==> config.mk <==
export PLATFORM = sky130hd
export DESIGN_NAME = ddrb_ctrl
export DESIGN_NICKNAME = d
export VERILOG_FILES = /design/src/rtl/ddrb_pkg.sv /design/src/rtl/ddrb_issue.sv /design/src/rtl/ddrb_wlane.sv /design/src/rtl/ddrb_rcap.sv /design/src/rtl/ddrb_ctrl.sv
export SDC_FILE = /design/constraint.sdc
export NUM_CORES = 1
export LEC_CHECK = 0
export BUFFER_PORTS_ARGS = -buffer_cell sky130_fd_sc_hd__buf_2
export CAP_MARGIN = 15
export CORE_ASPECT_RATIO = 0.7
export CORE_MARGIN = 2
export CORE_UTILIZATION = 60
export CTS_BUF_LIST = sky130_fd_sc_hd__clkbuf_2
export DETAILED_ROUTE_END_ITERATION = 7
export MAX_ROUTING_LAYER = met4
export PLACE_DENSITY_LB_ADDON = 0.12
export SLEW_MARGIN = 20
export SYNTH_ARGS = -nofsm -noshare
export SYNTH_HDL_FRONTEND = slang
export SYNTH_HIERARCHICAL = 1
export SYNTH_SLANG_ARGS = --single-unit
==> constraint.sdc <==
create_clock -name clk_i -period 5.4 [get_ports clk_i]
set_clock_uncertainty 0.2 [all_clocks]
set_input_delay 0.81 -clock clk_i [delete_from_list [all_inputs] [get_ports clk_i]]
set_output_delay 0.81 -clock clk_i [all_outputs]
set_load 0.02 [all_outputs]
==> src/rtl/ddrb_pkg.sv <==
package ddrb_pkg;
  localparam int unsigned BURST_LEN = 4;
  typedef logic [1:0] slot_t;

  // burst position k of a burst starting at off, wrapped mod 4
  function automatic slot_t slot_at(slot_t off, slot_t k);
    slot_t r;
    r = off + k;
    return r;
  endfunction
endpackage

==> src/rtl/ddrb_issue.sv <==
module ddrb_issue #(
  parameter int unsigned AW = 20
) (
  input  logic          clk_i,
  input  logic          rst_ni,
  input  logic          req_valid_i,
  input  logic          req_write_i,
  input  logic [AW-1:0] req_addr_i,
  output logic          req_ready_o,
  output logic          fire_o,
  output logic          ld_no,
  output logic          rw_o,
  output logic [AW-1:0] addr_o
);
  logic          busy_q;
  logic          ld_n_q, rw_q;
  logic [AW-1:0] addr_q;

  assign req_ready_o = ~busy_q;
  assign fire_o      = req_valid_i & ~busy_q;

  always_ff @(posedge clk_i or negedge rst_ni) begin
    if (!rst_ni) begin
      busy_q <= 1'b0;
      ld_n_q <= 1'b1;
      rw_q   <= 1'b1;
      addr_q <= '0;
    end else begin
      busy_q <= fire_o;
      if (fire_o) begin
        ld_n_q <= 1'b0;
        rw_q   <= ~req_write_i;
        addr_q <= req_addr_i;
      end else begin
        ld_n_q <= 1'b1;
        rw_q   <= 1'b1;
      end
    end
  end

  assign ld_no  = ld_n_q;
  assign rw_o   = rw_q;
  assign addr_o = addr_q;
endmodule

==> src/rtl/ddrb_wlane.sv <==
module ddrb_wlane
  import ddrb_pkg::*;
#(
  parameter int unsigned DW = 32,
  localparam int unsigned BW = DW / 8
) (
  input  logic                    clk_i,
  input  logic                    rst_ni,
  input  logic                    fire_i,
  input  logic                    write_i,
  input  slot_t                   off_i,
  input  logic [BURST_LEN*DW-1:0] wdata_i,
  input  logic [BURST_LEN*BW-1:0] wbe_i,
  output logic [DW-1:0]           rise_o,
  output logic [DW-1:0]           fall_o,
  output logic [BW-1:0]           bwr_no,
  output logic [BW-1:0]           bwf_no
);
  logic [DW-1:0] word [BURST_LEN];
  logic [BW-1:0] msk  [BURST_LEN];

  for (genvar i = 0; i < BURST_LEN; i++) begin : g_split
    assign word[i] = wdata_i[i*DW +: DW];
    assign msk[i]  = ~wbe_i[i*BW +: BW];
  end

  slot_t s0, s1, s2, s3;
  assign s0 = slot_at(off_i, 2'd0);
  assign s1 = slot_at(off_i, 2'd1);
  assign s2 = slot_at(off_i, 2'd2);
  assign s3 = slot_at(off_i, 2'd3);

  logic          pend_q;
  logic [DW-1:0] hr_q, hf_q;
  logic [BW-1:0] hmr_q, hmf_q;
  logic [DW-1:0] rise_q, fall_q;
  logic [BW-1:0] bwr_q, bwf_q;

  always_ff @(posedge clk_i or negedge rst_ni) begin
    if (!rst_ni) begin
      pend_q <= 1'b0;
      hr_q   <= '0;
      hf_q   <= '0;
      hmr_q  <= '1;
      hmf_q  <= '1;
      rise_q <= '0;
      fall_q <= '0;
      bwr_q  <= '1;
      bwf_q  <= '1;
    end else if (fire_i && write_i) begin
      rise_q <= word[s0];
      fall_q <= word[s1];
      bwr_q  <= msk[s0];
      bwf_q  <= msk[s1];
      hr_q   <= word[s2];
      hf_q   <= word[s3];
      hmr_q  <= msk[s2];
      hmf_q  <= msk[s3];
      pend_q <= 1'b1;
    end else if (pend_q) begin
      rise_q <= hr_q;
      fall_q <= hf_q;
      bwr_q  <= hmr_q;
      bwf_q  <= hmf_q;
      pend_q <= 1'b0;
    end else begin
      rise_q <= '0;
      fall_q <= '0;
      bwr_q  <= '1;
      bwf_q  <= '1;
    end
  end

  assign rise_o = rise_q;
  assign fall_o = fall_q;
  assign bwr_no = bwr_q;
  assign bwf_no = bwf_q;
endmodule

==> src/rtl/ddrb_rcap.sv <==
module ddrb_rcap
  import ddrb_pkg::*;
#(
  parameter int unsigned DW     = 32,
  parameter int unsigned RD_LAT = 2
) (
  input  logic                    clk_i,
  input  logic                    rst_ni,
  input  logic                    ld_rd_i,
  input  slot_t                   off_i,
  input  logic [DW-1:0]           rd_rise_i,
  input  logic [DW-1:0]           rd_fall_i,
  output logic                    rsp_valid_o,
  output logic [BURST_LEN*DW-1:0] rsp_rdata_o
);
  // stage k holds the load seen k+1 cycles ago
  logic [RD_LAT:0]       pv_q;
  logic [RD_LAT:0][1:0]  po_q;
  logic [DW-1:0]         f0_q, f1_q;
  logic                  vld_q;
  logic [BURST_LEN*DW-1:0] data_q;

  logic [DW-1:0] burst [BURST_LEN];
  logic [BURST_LEN*DW-1:0] asm_d;
  slot_t off_last;

  assign burst[0] = f0_q;
  assign burst[1] = f1_q;
  assign burst[2] = rd_rise_i;
  assign burst[3] = rd_fall_i;
  assign off_last = po_q[RD_LAT];

  for (genvar i = 0; i < BURST_LEN; i++) begin : g_unrot
    slot_t pos;
    assign pos = slot_t'(i) - off_last;
    assign asm_d[i*DW +: DW] = burst[pos];
  end

  always_ff @(posedge clk_i or negedge rst_ni) begin
    if (!rst_ni) begin
      pv_q   <= '0;
      po_q   <= '0;
      f0_q   <= '0;
      f1_q   <= '0;
      vld_q  <= 1'b0;
      data_q <= '0;
    end else begin
      pv_q <= {pv_q[RD_LAT-1:0], ld_rd_i};
      po_q <= {po_q[RD_LAT-1:0], off_i};
      if (pv_q[RD_LAT-1]) begin
        f0_q <= rd_rise_i;
        f1_q <= rd_fall_i;
      end
      vld_q <= pv_q[RD_LAT];
      if (pv_q[RD_LAT]) data_q <= asm_d;
    end
  end

  assign rsp_valid_o = vld_q;
  assign rsp_rdata_o = data_q;
endmodule

==> src/rtl/ddrb_ctrl.sv <==
module ddrb_ctrl
  import ddrb_pkg::*;
#(
  parameter int unsigned AW     = 20,
  parameter int unsigned DW     = 32,
  parameter int unsigned RD_LAT = 2,
  localparam int unsigned BW    = DW / 8
) (
  input  logic                    clk_i,
  input  logic                    rst_ni,
  input  logic                    req_valid_i,
  output logic                    req_ready_o,
  input  logic                    req_write_i,
  input  logic [AW-1:0]           req_addr_i,
  input  logic [BURST_LEN*DW-1:0] req_wdata_i,
  input  logic [BURST_LEN*BW-1:0] req_wbe_i,
  output logic                    rsp_valid_o,
  output logic [BURST_LEN*DW-1:0] rsp_rdata_o,
  output logic                    mem_ld_no,
  output logic                    mem_rw_o,
  output logic [AW-1:0]           mem_addr_o,
  output logic [DW-1:0]           mem_wd_rise_o,
  output logic [DW-1:0]           mem_wd_fall_o,
  output logic [BW-1:0]           mem_bw_rise_no,
  output logic [BW-1:0]           mem_bw_fall_no,
  input  logic [DW-1:0]           mem_rd_rise_i,
  input  logic [DW-1:0]           mem_rd_fall_i
);
  logic fire;

  ddrb_issue #(.AW(AW)) u_issue (
    .clk_i       (clk_i),
    .rst_ni      (rst_ni),
    .req_valid_i (req_valid_i),
    .req_write_i (req_write_i),
    .req_addr_i  (req_addr_i),
    .req_ready_o (req_ready_o),
    .fire_o      (fire),
    .ld_no       (mem_ld_no),
    .rw_o        (mem_rw_o),
    .addr_o      (mem_addr_o)
  );

  ddrb_wlane #(.DW(DW)) u_wlane (
    .clk_i   (clk_i),
    .rst_ni  (rst_ni),
    .fire_i  (fire),
    .write_i (req_write_i),
    .off_i   (req_addr_i[1:0]),
    .wdata_i (req_wdata_i),
    .wbe_i   (req_wbe_i),
    .rise_o  (mem_wd_rise_o),
    .fall_o  (mem_wd_fall_o),
    .bwr_no  (mem_bw_rise_no),
    .bwf_no  (mem_bw_fall_no)
  );

  ddrb_rcap #(.DW(DW), .RD_LAT(RD_LAT)) u_rcap (
    .clk_i       (clk_i),
    .rst_ni      (rst_ni),
    .ld_rd_i     (~mem_ld_no & mem_rw_o),
    .off_i       (mem_addr_o[1:0]),
    .rd_rise_i   (mem_rd_rise_i),
    .rd_fall_i   (mem_rd_fall_i),
    .rsp_valid_o (rsp_valid_o),
    .rsp_rdata_o (rsp_rdata_o)
  );
endmodule

Word level (Yosys, flattened, before mapping)
Index checks and enable logic that the tools add are counted.
{"block": "word_totals", "latch_bits": 0, "ff_bits": 370, "elab_cells": 101, "mem_bits_ro": 0, "ramBits": 0, "mem_count": 0}
{"block": "classes", "mux": 47, "n_eq_ne": 0, "n_addsub": 7, "shift": 0, "n_reduce_logical": 1, "bitwise": 17, "n_div": 0, "multipliers": 0, "order_cmp": 8}
{"operator": "$mux W32", "count": 20}
{"operator": "$bmux W32 S2", "count": 8}
{"operator": "$mux W4", "count": 12}
{"operator": "$bmux W4 S2", "count": 4}
{"operator": "$ge A3 B3 Y1 const B", "count": 8}
{"operator": "$not A2 Y3", "count": 8}
{"operator": "$not A4 Y4", "count": 4}
{"operator": "$add A2 B2 Y2 const B", "count": 2}
{"operator": "$sub A1 B2 Y2 const A", "count": 2}
{"operator": "$sub A2 B2 Y2 const A", "count": 2}
{"operator": "$mux W1", "count": 3}
{"operator": "$not A1 Y1", "count": 3}
{"operator": "$add A2 B1 Y2 const B", "count": 1}
{"operator": "$and A1 B1 Y1", "count": 2}
{"operator": "$logic_and A1 B1 Y1", "count": 1}

Logic depth before layout (Yosys ltp)
{"block": "logic_depth", "depth_word": 6, "depth_mapped": 9}

Cells and area by module
Netlist, hierarchy kept.
{"mod": "ddrb_rcap", "instances": 1, "area_each_um2": 9465.3, "cells_per_inst": 715, "seq_area_each_um2": 5054.8}
{"mod": "ddrb_wlane", "instances": 1, "area_each_um2": 9349.0, "cells_per_inst": 571, "seq_area_each_um2": 3648.5}
{"mod": "ddrb_issue", "instances": 1, "area_each_um2": 935.9, "cells_per_inst": 50, "seq_area_each_um2": 578.1}
{"mod": "ddrb_ctrl", "instances": 1, "area_each_um2": 13.8, "cells_per_inst": 1, "seq_area_each_um2": 0.0}

Least setup slack after synthesis
Ideal clock, no wire load.
{"block": "synth_path", "path_type": "input to register", "from": "input req_valid_i", "to": "register u_wlane.rise_q[14], in the netlist u_wlane/rise_o[14]", "slack_ps": 2849, "required_ps": 5075, "setup_ps": 125, "path_stages": 8, "arrival_ps": 2226, "path_cell_list": "nor2b_1 > buf_6 > buf_12 > buf_2 > nand2_2 > inv_2 > buf_2 > mux2_2"}
{"block": "synth_between", "elab_chain_cells": 3}
{"element": "from (decl)", "line": "ddrb_ctrl.sv:11", "rtl": "input logic req_valid_i,"}
{"element": "$and A1 B1 Y1", "line": "ddrb_issue.sv:20", "rtl": "assign fire_o = req_valid_i & ~busy_q;"}
{"element": "named net fire", "line": "ddrb_ctrl.sv:29", "rtl": "logic fire;"}
{"element": "$logic_and A1 B1 Y1", "line": "ddrb_wlane.sv:50", "rtl": "end else if (fire_i && write_i) begin"}
{"element": "$mux W32", "line": "ddrb_wlane.sv:50"}
{"element": "to (signal assigned)", "line": "ddrb_wlane.sv:51", "rtl": "rise_q <= word[s0];"}
{"element": "to (signal assigned)", "line": "ddrb_wlane.sv:61", "rtl": "rise_q <= hr_q;"}
{"element": "to (decl)", "line": "ddrb_wlane.sv:36", "rtl": "logic [DW-1:0] rise_q, fall_q;"}
The timed path passes the listed nets, and every way through them passes these cells.
A chain may end at the register's enable or synchronous reset.

Final worst setup path
{"block": "layout_path", "from": "register u_issue.busy_q", "to": "register u_wlane.hf_q[21]"}
{"block": "layout_between", "elab_chain_cells": 3}
{"element": "from (decl)", "line": "ddrb_issue.sv:15", "rtl": "logic busy_q;"}
{"element": "from (signal assigned)", "line": "ddrb_issue.sv:29", "rtl": "busy_q <= fire_o;"}
{"element": "$not A1 Y1", "line": "ddrb_issue.sv:20"}
{"element": "$and A1 B1 Y1", "line": "ddrb_issue.sv:20"}
{"element": "named net fire", "line": "ddrb_ctrl.sv:29"}
{"element": "$logic_and A1 B1 Y1", "line": "ddrb_wlane.sv:50"}
{"element": "to (signal assigned)", "line": "ddrb_wlane.sv:56", "rtl": "hf_q <= word[s3];"}
{"element": "to (decl)", "line": "ddrb_wlane.sv:34", "rtl": "logic [DW-1:0] hr_q, hf_q;"}
The timed path passes the listed nets, and every way through them passes these cells.

==> impl_metrics.xml <==
<?xml version="1.0" encoding="UTF-8"?>
<metrics>
  <group name="layout">
    <metric name="most-common-layout-cells" unit="">452 x sky130_fd_sc_hd__buf_2, 348 x sky130_fd_sc_hd__dfrtp_1, 191 x sky130_fd_sc_hd__mux2_2</metric>
    <metric name="layout.cells.most_common" unit="">sky130_fd_sc_hd__buf_2</metric>
    <metric name="flow.area_growth_from_synthesis" unit="%">22.0</metric>
    <metric name="post-route-util" unit="%">74.5</metric>
    <metric name="final_layout_size_suffix_gt1_share" unit="%">50.1</metric>
    <metric name="design.final.nets" unit="">2143</metric>
  </group>
  <group name="power">
    <metric name="leakage" unit="nW">11.2</metric>
    <metric name="sequentialPowerShare" unit="%">44.9</metric>
    <metric name="share_of_power_burned_in_combinational_logic" unit="%">31.3</metric>
    <metric name="ir_drop" unit="mV">0.272</metric>
    <metric name="netSwitchingFraction" unit="%">35.7</metric>
    <metric name="power.internal" unit="mW">5.28</metric>
    <metric name="clockPowerShare" unit="%">23.8</metric>
    <metric name="netSwitchingPower" unit="mW">2.93</metric>
    <metric name="p_per_area" unit="nW/um2">340</metric>
  </group>
  <group name="die">
    <metric name="initial_standard_cell_utilization_of_the_core" unit="%">61.1</metric>
    <metric name="placeableCoreArea" unit="um2">32300</metric>
    <metric name="fp.dieH" unit="um">156</metric>
    <metric name="core.rowCount" unit="">55</metric>
    <metric name="die_w" unit="um">221</metric>
    <metric name="die_outline_area" unit="um2">34400</metric>
    <metric name="top_level_ports" unit="">456</metric>
  </group>
  <group name="yosys">
    <metric name="synth-seq-cells" unit="">370</metric>
    <metric name="average_size_of_a_mapped_cell" unit="um2">14.8</metric>
    <metric name="netlist_instances" unit="">1337</metric>
    <metric name="yosys_warnings" unit="">6</metric>
    <metric name="net_count_after_synthesis" unit="">1569</metric>
    <metric name="seq_area_frac_synth" unit="%">47.0</metric>
    <metric name="mappedNetlistArea" unit="um2">19800</metric>
    <metric name="yosys.cell_types.count" unit="">23</metric>
  </group>
  <group name="worst_setup_path">
    <metric name="rrSetupSlack" unit="ns">2.39</metric>
    <metric name="critical_path_peak_fanout" unit="">63</metric>
    <metric name="r2r_start" unit="">u_issue/busy_q</metric>
    <metric name="worstPathBufferInverterCount" unit="">3</metric>
    <metric name="regToRegEndpoint" unit="">u_wlane/hf_q[21]</metric>
    <metric name="crit_path_end" unit="">u_wlane/hf_q[21]</metric>
    <metric name="number_of_stages_on_the_worst_setup_path" unit="">6</metric>
    <metric name="critical_path_arrival" unit="ns">3.68</metric>
    <metric name="crit_family" unit="">buffers and inverters</metric>
    <metric name="crit_path_end_kind" unit="">flip-flop</metric>
    <metric name="crit_slowest_cell" unit="">sky130_fd_sc_hd__inv_4</metric>
    <metric name="worst-endpoint-required" unit="ns">6.07</metric>
    <metric name="crit_path_start_kind" unit="">flip-flop</metric>
    <metric name="cpPeakStageDelay" unit="ns">0.63</metric>
    <metric name="timing.critical_path.cells" unit="">nor2b_4 &gt; buf_4 &gt; nand2_2 &gt; inv_4 &gt; buf_4 &gt; mux2_2</metric>
    <metric name="startpoint" unit="">u_issue/busy_q</metric>
    <metric name="timing.setup.critical_path_class" unit="">flip-flop to flip-flop</metric>
    <metric name="r2r.worst_path.cells" unit="">6</metric>
    <metric name="dominant_cell_type_by_count_on_the_critical_path" unit="">sky130_fd_sc_hd__buf_4</metric>
  </group>
  <group name="global_routing">
    <metric name="antenna_violations_before_repair" unit="">11</metric>
    <metric name="globalRouteOverflowTotal" unit="">0</metric>
    <metric name="grt_start_max_net_pins" unit="">146</metric>
    <metric name="globalRouteTotalUtil" unit="%">32.0</metric>
    <metric name="number_of_global_route_vias_before_repair" unit="">15471</metric>
    <metric name="grt_first_pass_wirelength" unit="mm">84.7</metric>
  </group>
  <group name="route">
    <metric name="ant_nets" unit="">0</metric>
    <metric name="first_pass_iteration_count_of_the_detailed_router" unit="">5</metric>
    <metric name="post_drt_via_cell_ratio" unit="">6.07</metric>
    <metric name="totalWireLength" unit="mm">52.9</metric>
    <metric name="drt_drc_violations_left" unit="">0</metric>
    <metric name="wl_per_cell" unit="um">21.9</metric>
    <metric name="via_count" unit="">14663</metric>
    <metric name="drtIter0Drc" unit="">1235</metric>
  </group>
  <group name="timing">
    <metric name="setup_viol" unit="">0</metric>
    <metric name="slew_violations" unit="">0</metric>
    <metric name="worst-slew-pin-transition" unit="ns">1.05</metric>
    <metric name="grt_setup_unrepaired" unit="">no</metric>
    <metric name="slew_headroom" unit="%">30.1</metric>
    <metric name="final.min_clock_period" unit="ns">3.01</metric>
    <metric name="tns" unit="ns">0</metric>
    <metric name="final-hold-violation-count" unit="">0</metric>
    <metric name="final_min_period_over_clock_period" unit="%">55.7</metric>
    <metric name="max_freq" unit="MHz">333</metric>
  </group>
  <group name="cts">
    <metric name="root_buffer_master" unit="">sky130_fd_sc_hd__clkbuf_2</metric>
    <metric name="cts_repair_resize_count" unit="">0</metric>
    <metric name="worstSkewPairLatency" unit="ns">0.99</metric>
    <metric name="tritoncts" unit="">done</metric>
    <metric name="cts_buffers" unit="">90</metric>
    <metric name="post_cts.repair.setup_buffers" unit="">0</metric>
    <metric name="clockBufferDepth" unit="">3</metric>
    <metric name="clock-sinks" unit="">370</metric>
    <metric name="htree_levels" unit="">3</metric>
    <metric name="clk_pin_slew" unit="ns">0.12</metric>
  </group>
  <group name="hold_path">
    <metric name="hold_class" unit="">input pin to flip-flop</metric>
  </group>
  <group name="placed_design">
    <metric name="place_congestion" unit="">0.867</metric>
    <metric name="dp_hpwl" unit="mm">33.2</metric>
    <metric name="port_buffers" unit="">455</metric>
  </group>
  <group name="job">
    <metric name="maxCapViolCount" unit="">0</metric>
  </group>
  <group name="status">
    <metric name="status" unit="">complete, no violations</metric>
  </group>
</metrics>
-- Yosys cell counts (all sizes together) --
cell type	count	share of area, %
dfrtp	352	45
mux2	212	12
mux4	144	16
mux2i	136	6.9
nand2b	129	4.1
o221ai	128	5.7
buf	86	3.9
and2	64	2.0
clkbuf	36	0.69
dfstp	18	2.4
a21oi	16	0.41
nor2b	10	0.35
inv	3	0.057
nand2	3	0.070
-- worst min path at each step --
| stage | from | end | slack (ns) | cells past startpoint |
|---|---|---|---|---|
| global placement | u_rcap/pv_q[0] | u_rcap/pv_q[1] | 0.13 | 0 |
| global route | req_wdata_i[78] | u_wlane/rise_o[14] | 0.01 | 3 |
| floorplan | u_rcap/po_q[2] | u_rcap/off_last[0] | 0.13 | 0 |
| detailed placement | u_rcap/po_q[1] | u_rcap/po_q[3] | 0.13 | 0 |
| CTS | req_wdata_i[38] | u_wlane/fall_o[6] | 0.0003 | 3 |
| finish | req_wdata_i[75] | u_wlane/hr_q[11] | 0.12 | 3 |
-- repair_timing --
item	CTS	global route
hold buffers	134	0
setup endpoints to repair	0	0
endpoints found under the hold margin	352	0
-- tightest hold or removal path: stages --
cell and delay [ns]:
sky130_fd_sc_hd__buf_2 0.11, sky130_fd_sc_hd__mux4_2 0.22, sky130_fd_sc_hd__mux2_2 0.14
-- registers in the layout (all words and copies together), names as in the netlist, 20 cells and up --
name,cells
u_wlane/fall_o,32
u_wlane/hr_q,32
u_issue/addr_o,20
u_rcap/rsp_rdata_o,128
u_rcap/f1_q,32
u_wlane/hf_q,32
u_rcap/f0_q,32
u_wlane/rise_o,32
-- power groups by stage --
stage / Combinational, mW / Clock, mW / Sequential, mW
detailed placement: 2.45 / 0 / 3.73
finish: 2.57 / 1.96 / 3.69
CTS: 2.55 / 2.01 / 3.68
global route: 2.74 / 2.15 / 3.76
global placement: 2.39 / 0 / 3.70
floorplan: 1.25 / 0 / 4.11
-- routing by layer --
metal,track usage (%),vias up,share of wire (%)
li1,-,6369,-
met1,40.6,7485,40
met2,49.5,662,49
met3,7.82,147,7.3
met4,14.2,0,4.0
met5,-,-,0
-- cells by family after synthesis --
family / synth area share [%]
mux: 35.8
flops: 47.0
simple gates: 6.53
compound gates: 6.08
buf+inv: 4.65
-- metrics by stage --
stage          std cells  setup WS [ns]  cell area (um2)  hold WS (ns)  total power, mW
6_report            2415           2.39            24100         0.116             8.21
3_3_place_gp        2112           2.01            21900         0.133             6.09
4_1_cts             2404           2.47            24100      0.000261             8.23
5_1_grt             2415           2.26            24100        0.0148             8.65
2_1_floorplan       1337           2.85            19800         0.131             5.36
3_5_place_dp        2112           1.96            21900         0.135             6.17
-- area by class of cell --
class                           count  area [um2]
Antenna cell                       11        27.5
Clock buffer                      130         651
Clock inverter                     28         195
Fill cell                        2202        8230
Inverter                            3        13.8
Multi-Input combinational cell    842        9590
Sequential cell                   370        9290
Tap cell                          427         534
Timing Repair Buffer              604        3820
Power figures use the tool's default switching activity.
